==> src/rtl/irq_ctrl_pkg.sv <==
package irq_ctrl_pkg;

  localparam int N_RESTART = 3;
  localparam int SRC_W     = 3;

  typedef enum logic [SRC_W-1:0] {
    SRC_NONE = 3'd0,
    SRC_TRAP = 3'd1,
    SRC_R75  = 3'd2,
    SRC_R65  = 3'd3,
    SRC_R55  = 3'd4,
    SRC_GEN  = 3'd5
  } irq_src_e;

  function automatic logic [7:0] src_vector(irq_src_e s);
    case (s)
      SRC_TRAP: src_vector = 8'h24;
      SRC_R75:  src_vector = 8'h3C;
      SRC_R65:  src_vector = 8'h34;
      SRC_R55:  src_vector = 8'h2C;
      default:  src_vector = 8'h00;
    endcase
  endfunction

endpackage

==> src/rtl/irq_edge_latch.sv <==
module irq_edge_latch #(
  parameter bit LEVEL_QUAL = 1'b0
) (
  input  logic clk,
  input  logic rst,
  input  logic din,
  input  logic clr,
  output logic pend
);

  logic din_d;
  logic lat_q;
  logic lat_n;
  logic rise;

  assign rise = din & ~din_d;

  generate
    if (LEVEL_QUAL) begin : g_level
      // edge arms the latch, a low level cancels it
      assign lat_n = din & ((lat_q & ~clr) | rise);
      assign pend  = lat_q & din;
    end else begin : g_edge
      assign lat_n = (lat_q | rise) & ~clr;
      assign pend  = lat_q;
    end
  endgenerate

  always_ff @(posedge clk) begin
    if (rst) begin
      din_d <= 1'b0;
      lat_q <= 1'b0;
    end else begin
      din_d <= din;
      lat_q <= lat_n;
    end
  end

endmodule

==> src/rtl/irq_enable_regs.sv <==
module irq_enable_regs
  import irq_ctrl_pkg::*;
(
  input  logic                 clk,
  input  logic                 rst,
  input  logic                 mask_wr,
  input  logic [N_RESTART:0]   mask_data,
  input  logic                 ien_set,
  input  logic                 ien_clr,
  input  logic                 accept,
  output logic [N_RESTART-1:0] mask_q,
  output logic                 ien_q,
  output logic                 clr_edge
);

  assign clr_edge = mask_wr & mask_data[N_RESTART];

  always_ff @(posedge clk) begin
    if (rst) begin
      mask_q <= '1;
      ien_q  <= 1'b0;
    end else begin
      if (mask_wr) mask_q <= mask_data[N_RESTART-1:0];
      if (accept)       ien_q <= 1'b0;
      else if (ien_clr) ien_q <= 1'b0;
      else if (ien_set) ien_q <= 1'b1;
    end
  end

  AST_ACCEPT_DROPS_EN: assert property (@(posedge clk) disable iff (rst)
    accept |=> !ien_q);

endmodule

==> src/rtl/irq_prio_pick.sv <==
module irq_prio_pick
  import irq_ctrl_pkg::*;
(
  input  logic                 trap_p,
  input  logic [N_RESTART-1:0] rst_p,   // [2]=7.5 [1]=6.5 [0]=5.5
  input  logic                 gen_p,
  output irq_src_e             win
);

  always_comb begin
    win = SRC_NONE;
    if (gen_p) win = SRC_GEN;
    for (int i = 0; i < N_RESTART; i++) begin
      if (rst_p[i]) win = irq_src_e'(SRC_R55 - i[SRC_W-1:0]);
    end
    if (trap_p) win = SRC_TRAP;
  end

endmodule

==> src/rtl/irq_ack_timer.sv <==
module irq_ack_timer #(
  parameter int ACK_LEN = 2
) (
  input  logic clk,
  input  logic rst,
  input  logic start,
  output logic ack
);

  localparam int CNT_W = $clog2(ACK_LEN + 1);

  logic [CNT_W-1:0] cnt_q;

  always_ff @(posedge clk) begin
    if (rst)              cnt_q <= '0;
    else if (start)       cnt_q <= CNT_W'(ACK_LEN);
    else if (cnt_q != '0) cnt_q <= cnt_q - 1'b1;
  end

  assign ack = (cnt_q != '0);

  AST_ACK_STARTS: assert property (@(posedge clk) disable iff (rst)
    start |=> ack);

endmodule

==> src/rtl/restart_irq_ctrl.sv <==
module restart_irq_ctrl
  import irq_ctrl_pkg::*;
#(
  parameter int VEC_W   = 8,
  parameter int ACK_LEN = 2
) (
  input  logic             clk,
  input  logic             rst,
  input  logic             trap_in,
  input  logic             rst75_in,
  input  logic             rst65_in,
  input  logic             rst55_in,
  input  logic             gen_req_in,
  input  logic             sample_slot,
  input  logic             mask_wr,
  input  logic [3:0]       mask_data,
  input  logic             ien_set,
  input  logic             ien_clr,
  output logic             take_valid,
  output logic [2:0]       take_src,
  output logic             vec_insert,
  output logic [VEC_W-1:0] vec_addr,
  output logic             pc_hold,
  output logic             ack_strobe,
  output logic             int_en
);

  logic [N_RESTART-1:0] mask_q;
  logic                 ien_q;
  logic                 clr_edge;
  logic                 trap_pend;
  logic                 r75_pend;
  logic [N_RESTART-1:0] rst_raw;
  logic [N_RESTART-1:0] rst_p;
  logic                 gen_p;
  irq_src_e             pick;
  irq_src_e             win;
  logic                 accept;

  logic                 valid_q;
  irq_src_e             src_q;
  logic                 ins_q;
  logic [VEC_W-1:0]     vec_q;
  logic                 hold_q;

  irq_enable_regs u_regs (
    .clk       (clk),
    .rst       (rst),
    .mask_wr   (mask_wr),
    .mask_data (mask_data),
    .ien_set   (ien_set),
    .ien_clr   (ien_clr),
    .accept    (accept),
    .mask_q    (mask_q),
    .ien_q     (ien_q),
    .clr_edge  (clr_edge)
  );

  irq_edge_latch #(.LEVEL_QUAL(1'b1)) u_trap (
    .clk  (clk),
    .rst  (rst),
    .din  (trap_in),
    .clr  (win == SRC_TRAP),
    .pend (trap_pend)
  );

  irq_edge_latch #(.LEVEL_QUAL(1'b0)) u_r75 (
    .clk  (clk),
    .rst  (rst),
    .din  (rst75_in),
    .clr  ((win == SRC_R75) | clr_edge),
    .pend (r75_pend)
  );

  assign rst_raw = {r75_pend, rst65_in, rst55_in};
  assign rst_p   = rst_raw & ~mask_q & {N_RESTART{ien_q}};
  assign gen_p   = gen_req_in & ien_q;

  irq_prio_pick u_pick (
    .trap_p (trap_pend),
    .rst_p  (rst_p),
    .gen_p  (gen_p),
    .win    (pick)
  );

  assign win    = sample_slot ? pick : SRC_NONE;
  assign accept = (win != SRC_NONE);

  always_ff @(posedge clk) begin
    if (rst) begin
      valid_q <= 1'b0;
      src_q   <= SRC_NONE;
      ins_q   <= 1'b0;
      vec_q   <= '0;
      hold_q  <= 1'b0;
    end else begin
      valid_q <= accept;
      src_q   <= win;
      ins_q   <= accept && (win != SRC_GEN);
      vec_q   <= VEC_W'(src_vector(win));
      hold_q  <= (win == SRC_GEN);
    end
  end

  irq_ack_timer #(.ACK_LEN(ACK_LEN)) u_ack (
    .clk   (clk),
    .rst   (rst),
    .start (win == SRC_GEN),
    .ack   (ack_strobe)
  );

  assign take_valid = valid_q;
  assign take_src   = src_q;
  assign vec_insert = ins_q;
  assign vec_addr   = vec_q;
  assign pc_hold    = hold_q;
  assign int_en     = ien_q;

  AST_TAKE_IN_SLOT: assert property (@(posedge clk) disable iff (rst)
    take_valid |-> $past(sample_slot));
  AST_TAKE_CLEARS_EN: assert property (@(posedge clk) disable iff (rst)
    take_valid |-> !int_en);
  AST_MASKABLE_NEEDS_EN: assert property (@(posedge clk) disable iff (rst)
    (take_valid && take_src != 3'd1) |-> $past(int_en));
  AST_TRAP_LEVEL: assert property (@(posedge clk) disable iff (rst)
    (take_valid && take_src == 3'd1) |-> $past(trap_in));
  AST_RESTART_VEC: assert property (@(posedge clk) disable iff (rst)
    (take_valid && take_src != 3'd5) |-> (vec_insert && !pc_hold));
  AST_GEN_ACK: assert property (@(posedge clk) disable iff (rst)
    (take_valid && take_src == 3'd5) |-> (ack_strobe && pc_hold && !vec_insert));

endmodule

==> config.mk <==
export PLATFORM = sky130hd
export DESIGN_NAME = restart_irq_ctrl
export DESIGN_NICKNAME = d
export VERILOG_FILES = /design/src/rtl/irq_ctrl_pkg.sv /design/src/rtl/irq_edge_latch.sv /design/src/rtl/irq_enable_regs.sv /design/src/rtl/irq_prio_pick.sv /design/src/rtl/irq_ack_timer.sv /design/src/rtl/restart_irq_ctrl.sv
export SDC_FILE = /design/constraint.sdc
export NUM_CORES = 1
export LEC_CHECK = 0
export ABC_AREA = 1
export BUFFER_PORTS_ARGS = -buffer_cell sky130_fd_sc_hd__buf_4
export CORE_MARGIN = 5
export CORE_UTILIZATION = 28
export DETAILED_ROUTE_END_ITERATION = 10
export PLACE_DENSITY = 0.51
export REMOVE_ABC_BUFFERS = 1
export SYNTH_ARGS = -nofsm -noshare
export SYNTH_HDL_FRONTEND = slang
export SYNTH_SLANG_ARGS = --single-unit
==> constraint.sdc <==
create_clock -name clk -period 2.45 [get_ports clk]
set_input_delay 0.3675 -clock clk [delete_from_list [all_inputs] [get_ports clk]]
set_output_delay 0.3675 -clock clk [all_outputs]
set_load 0.05 [all_outputs]
==> results of run 1 <==
==> synth_stat cells, drive strengths merged <==
cell	instances
nor2	14
a21oi	4
buf	5
inv	9
o221a	1
nand2	22
conb	1
nor3b	1
clkinv	1
nand3	4
nand3b	1
o21ai	3
dfxtp	19
or2	1
o32ai	1
clkbuf	1
==> sequential cells by signal, indices dropped and copies added (netlist names), 2 cells and up <==
signal / flops
u_regs.mask_q: 3
vec_addr: 3
take_src: 3
u_ack.cnt_q: 2
==> metal layers <==
metal / vias up / global-route usage, %
met4: 0 / 7.59
met3: 5 / 1.30
met1: 267 / 10.4
met5: - / 0
met2: 18 / 13.6
li1: 318 / -
==> power groups by stage <==
stage	Sequential (W)	Combinational, W	Clock, W
global route	0.000327	0.0000951	0.000177
floorplan	0.000350	0.0000357	0
global placement	0.000332	0.0000877	0
detailed placement	0.000333	0.0000886	0
CTS	0.000326	0.0000888	0.000164
finish	0.000325	0.0000875	0.000158
==> tightest hold or removal path: stages <==
cell	delay, ps
buf_4	80
nand2_1	40
nand3_1	60
==> cell type report <==
class	instances	share of cell area, %
clock buffer	3	2.42
multi-input combinational	56	27.2
timing repair buffer	26	20.9
tap	30	4.03
inverter	10	4.03
sequential	19	40.8
clock inverter	1	0.537
==> cells by family (layout without fill, tap and decap cells) <==
group | after synthesis | after routing | synth area share (%)
AOI/OAI and AO/OA | 9 | 9 | 7.84
buffers and inverters | 16 | 40 | 11.2
DFF | 19 | 19 | 54.2
other | 1 | 4 | 0.534
and+or+nand+nor | 43 | 43 | 26.2
==> path summary, 6_finish.rpt <==
| kind | endpoint | slack (ps) |
|---|---|---|
| max reg2reg | vec_insert | 1190 |
| min | u_regs.mask_q[1] | 270 |
| max | ack_strobe | 980 |
| min reg2reg | u_trap.lat_q | 440 |
==> per-stage QoR <==
| step | instances | hold WS, ps |
|---|---|---|
| 2_1_floorplan | 85 | 403 |
| 3_3_place_gp | 141 | 410 |
| 3_5_place_dp | 141 | 428 |
| 4_1_cts | 145 | 271 |
| 5_1_grt | 145 | 279 |
| 6_report | 145 | 275 |
==> flow_summary.ini, run 1 <==
[status]
status = completed

[synth]
synth-seq-cells = 19
syn_area_per_cell_um2 = 7.98
yosys.area.top_type = dfxtp_1
synthesis.area_um2 = 702
netlist_instances = 88
yosysWarnings = 0
yosysSeqAreaShare_pct = 54.2
synth_top_area_share_pct = 54.2
synth.distinct_cells = 18
ys_top_cells_by_area = dfxtp_1 (54%), nand2_1 (10%), nor2_1 (7.5%)

[routing]
wl_met3_um = 83
wire_per_inst_um = 9.72
drt-pass1-iter-count = 4
highest_layer = met4
first_iter_violations = 13
ant_nets = 0
drcViolationCount = 0
drt-met1-wl_um = 610
met2WireLength_um = 658
routed_wl_mm = 1.41
viasPerCell = 4.19
vias = 608

[min_path]
hold_path_class = input pin to register
holdPathStages = 3
min_from = mask_data[1]

[setup_path]
worstSetupPathType = register to primary output
critPathRequiredTime_ps = 2080
reg2reg_from = u_regs.ien_q
cp-start-kind = register
critical_path.slowest_cell = dfxtp_1
worstRegToRegCells = 8
slowest_delay_ps = 330
path_max_fanout = 3
cp.depth = 2
crit_start = u_ack.cnt_q[1]
path_buf_inv = 1
endpoint_kind = primary output
crit_chain = or2_2 -> buf_4
cp.arrival_ps = 1110
critPathTopFamily = flip-flops

[clock_tree]
post_cts_buffers = 0
clkLatencyLatePin_ps = 300
cts_root_buffer = clkbuf_4
post_cts_resize_count = 0
htree_levels = 1
clk_pin_slew_worst_paths_ps = 110
clock-sinks = 19
cts_tree = done
cts-buffers-inserted = 3
clk_path_buf_depth = 2
cts_hold_buf = 0

[sta]
setup_viol = 0
hold_viol_final = 0
finClkSkew_ps = 1.24
finalCritPeriodShare_pct = 60.2
rsz0062_at_grt = false
setup_tns_ps = 0
clock.fmax_mhz = 678
setup_ws_ps = 975
fin_crit_ps = 1470
report.final.slew_viol_count = 0

[final_layout]
final_util_pct = 38.3
syn_to_final_growth_pct = 32.8
seqCellArea_um2 = 380
multi_input_area_um2 = 254
final_area_um2 = 932
nets = 131
mostFrequentLayoutCells = buf_4 (26), nand2_1 (19), dfxtp_1 (19)
nFillCells = 276
final_common_cell = buf_4
diodes = 0
drive_gt1_share_pct = 31.3

[power_and_ir_drop]
switchingPower_w = 0.000159
clkPwrFrac_pct = 27.7
switching_share_pct = 27.9
total_power_w = 0.000571
pwr-share-comb_pct = 15.3
intPower_w = 0.000412
p_seq_share_pct = 57.0
ir_drop_v = 0.000217
total_leakage_power_nw = 0.498
powerDensity_nw_per_um2 = 612

[place]
pre_cts_slack_ps = 1130
place.gp.congestion = 0.691
place_hpwl_mm = 1.13
place_area_um2 = 905
port_buffers = 26

[global_route]
grt_pass1_wl_mm = 2.32
grt_use_total_pct = 8.78
grt_pass1_vias = 555
grt_overflow_total = 0
grt_max_degree = 14
antenna_found_initial = 0

[die]
initial_core_util_pct = 28.9
boundaryPins = 31
die_h_um = 60.1
core_area_um2 = 2430
dieArea_um2 = 3610
num_rows = 18
die_width_um = 60.1

[flow_run]
cap_violations = 0
(Power assumes the default switching activity.)
==> run 2: changes to the inputs <==
- clock period: 2.45 -> 1.5 ns (I/O delays scaled with it)
==> flow_summary.ini, run 2 (same netlist as run 1, synthesis figures left out) <==
[sta]
setup_viol = 0
fin_crit_ps = 1320
report.final.slew_viol_count = 0
hold_viol_final = 0
finClkSkew_ps = 5.08
finalCritPeriodShare_pct = 87.9
setup_tns_ps = 0
rsz0062_at_grt = false
clock.fmax_mhz = 758

[final_layout]
diodes = 0
final_common_cell = buf_4
instances_no_fill = 145
nFillCells = 277
drive_gt1_share_pct = 30.4
final_area_um2 = 931
multi_input_area_um2 = 254
mostFrequentLayoutCells = buf_4 (26), nand2_1 (19), dfxtp_1 (19)
seqCellArea_um2 = 380
syn_to_final_growth_pct = 32.6
nets = 131

[die]
dieArea_um2 = 3610
die_width_um = 60.1
boundaryPins = 31
die_h_um = 60.1
core_area_um2 = 2430
initial_core_util_pct = 28.9
num_rows = 18

[routing]
vias = 583
viasPerCell = 4.02
routed_wl_mm = 1.40
ant_nets = 0
drt-pass1-iter-count = 4
wire_per_inst_um = 9.66
first_iter_violations = 18
drcViolationCount = 0

[power_and_ir_drop]
intPower_w = 0.000677
total_leakage_power_nw = 0.495
pwr-share-comb_pct = 15.5
ir_drop_v = 0.000423
switching_share_pct = 26.5
powerDensity_nw_per_um2 = 989
p_seq_share_pct = 57.6
clkPwrFrac_pct = 26.8
switchingPower_w = 0.000244

[setup_path]
critical_path.slowest_cell = dfxtp_1
slowest_delay_ps = 330
critPathTopFamily = flip-flops
reg2reg_from = u_regs.ien_q
path_max_fanout = 3
cp-start-kind = register
endpoint_kind = primary output
crit_chain = or2_2 -> buf_4
crit_start = u_ack.cnt_q[1]
path_buf_inv = 1
critPathRequiredTime_ps = 1270
worstSetupPathType = register to primary output
cp.arrival_ps = 1090

[clock_tree]
clk_path_buf_depth = 2
cts_hold_buf = 0
clock-sinks = 19
cts_root_buffer = clkbuf_4
clkLatencyLatePin_ps = 290
htree_levels = 1
post_cts_resize_count = 0
clk_pin_slew_worst_paths_ps = 100
cts_tree = done
post_cts_buffers = 0
cts-buffers-inserted = 3

[min_path]
min_from = mask_data[0]
hold_path_class = input pin to register

[global_route]
grt_max_degree = 14
grt_overflow_total = 0
antenna_found_initial = 0
grt_pass1_vias = 534
grt_pass1_wl_mm = 2.15
grt_use_total_pct = 8.26

[status]
status = completed

[place]
dp.cells = 141
place_area_um2 = 905
place_hpwl_mm = 1.14
place.gp.congestion = 0.722
port_buffers = 26

[flow_run]
cap_violations = 0
==> run 2: power groups by stage <==
stage	Clock, W	Combinational, W	Sequential (W)
6_report	0.000247	0.000143	0.000531
3_3_place_gp	0	0.000144	0.000543
2_1_floorplan	0	0.0000583	0.000571
4_1_cts	0.000260	0.000145	0.000531
3_5_place_dp	0	0.000145	0.000543
5_1_grt	0.000277	0.000156	0.000533
==> run 2: cell type report <==
| class | count | share of cell area [%] |
|---|---|---|
| Sequential cell | 19 | 40.9 |
| Multi-Input combinational cell | 56 | 27.3 |
| Timing Repair Buffer | 26 | 21.0 |
| Inverter | 10 | 4.03 |
| Tap cell | 30 | 4.03 |
| Clock buffer | 4 | 2.82 |
==> run 2: path summary, 6_finish.rpt <==
check | slack [ps] | depth (start not counted) | to
worst min register to register | 430 | 1 | u_trap.lat_q
worst min-delay path | 140 | 3 | u_regs.mask_q[0]
worst max-delay path | 180 | 2 | ack_strobe
worst max register to register | 250 | 8 | vec_insert
==> run 2: routing by layer <==
metal	track usage, %	part of all wire, %
met1	9.31	42
met2	13.0	47
met3	1.51	6.8
met4	7.59	3.5
met5	0	0
==> run 2: per-stage QoR <==
| stage | utilization [%] | power [W] | worst slack, ps | hold WS [ps] |
|---|---|---|---|---|
| floorplan | - | 0.000629 | 51.4 | 294 |
| global placement | 37.2 | 0.000687 | 297 | 409 |
| detailed placement | 37.2 | 0.000687 | 276 | 418 |
| CTS | 38.3 | 0.000936 | 168 | 133 |
| global route | 38.3 | 0.000966 | 79.7 | 136 |
| finish | 38.3 | 0.000921 | 181 | 139 |
==> run 2: tightest hold or removal path, delay by kind of cell <==
kind	cells	cell delay (ps)
AO/OA/AOI/OAI	2	100
buffers and inverters	1	80
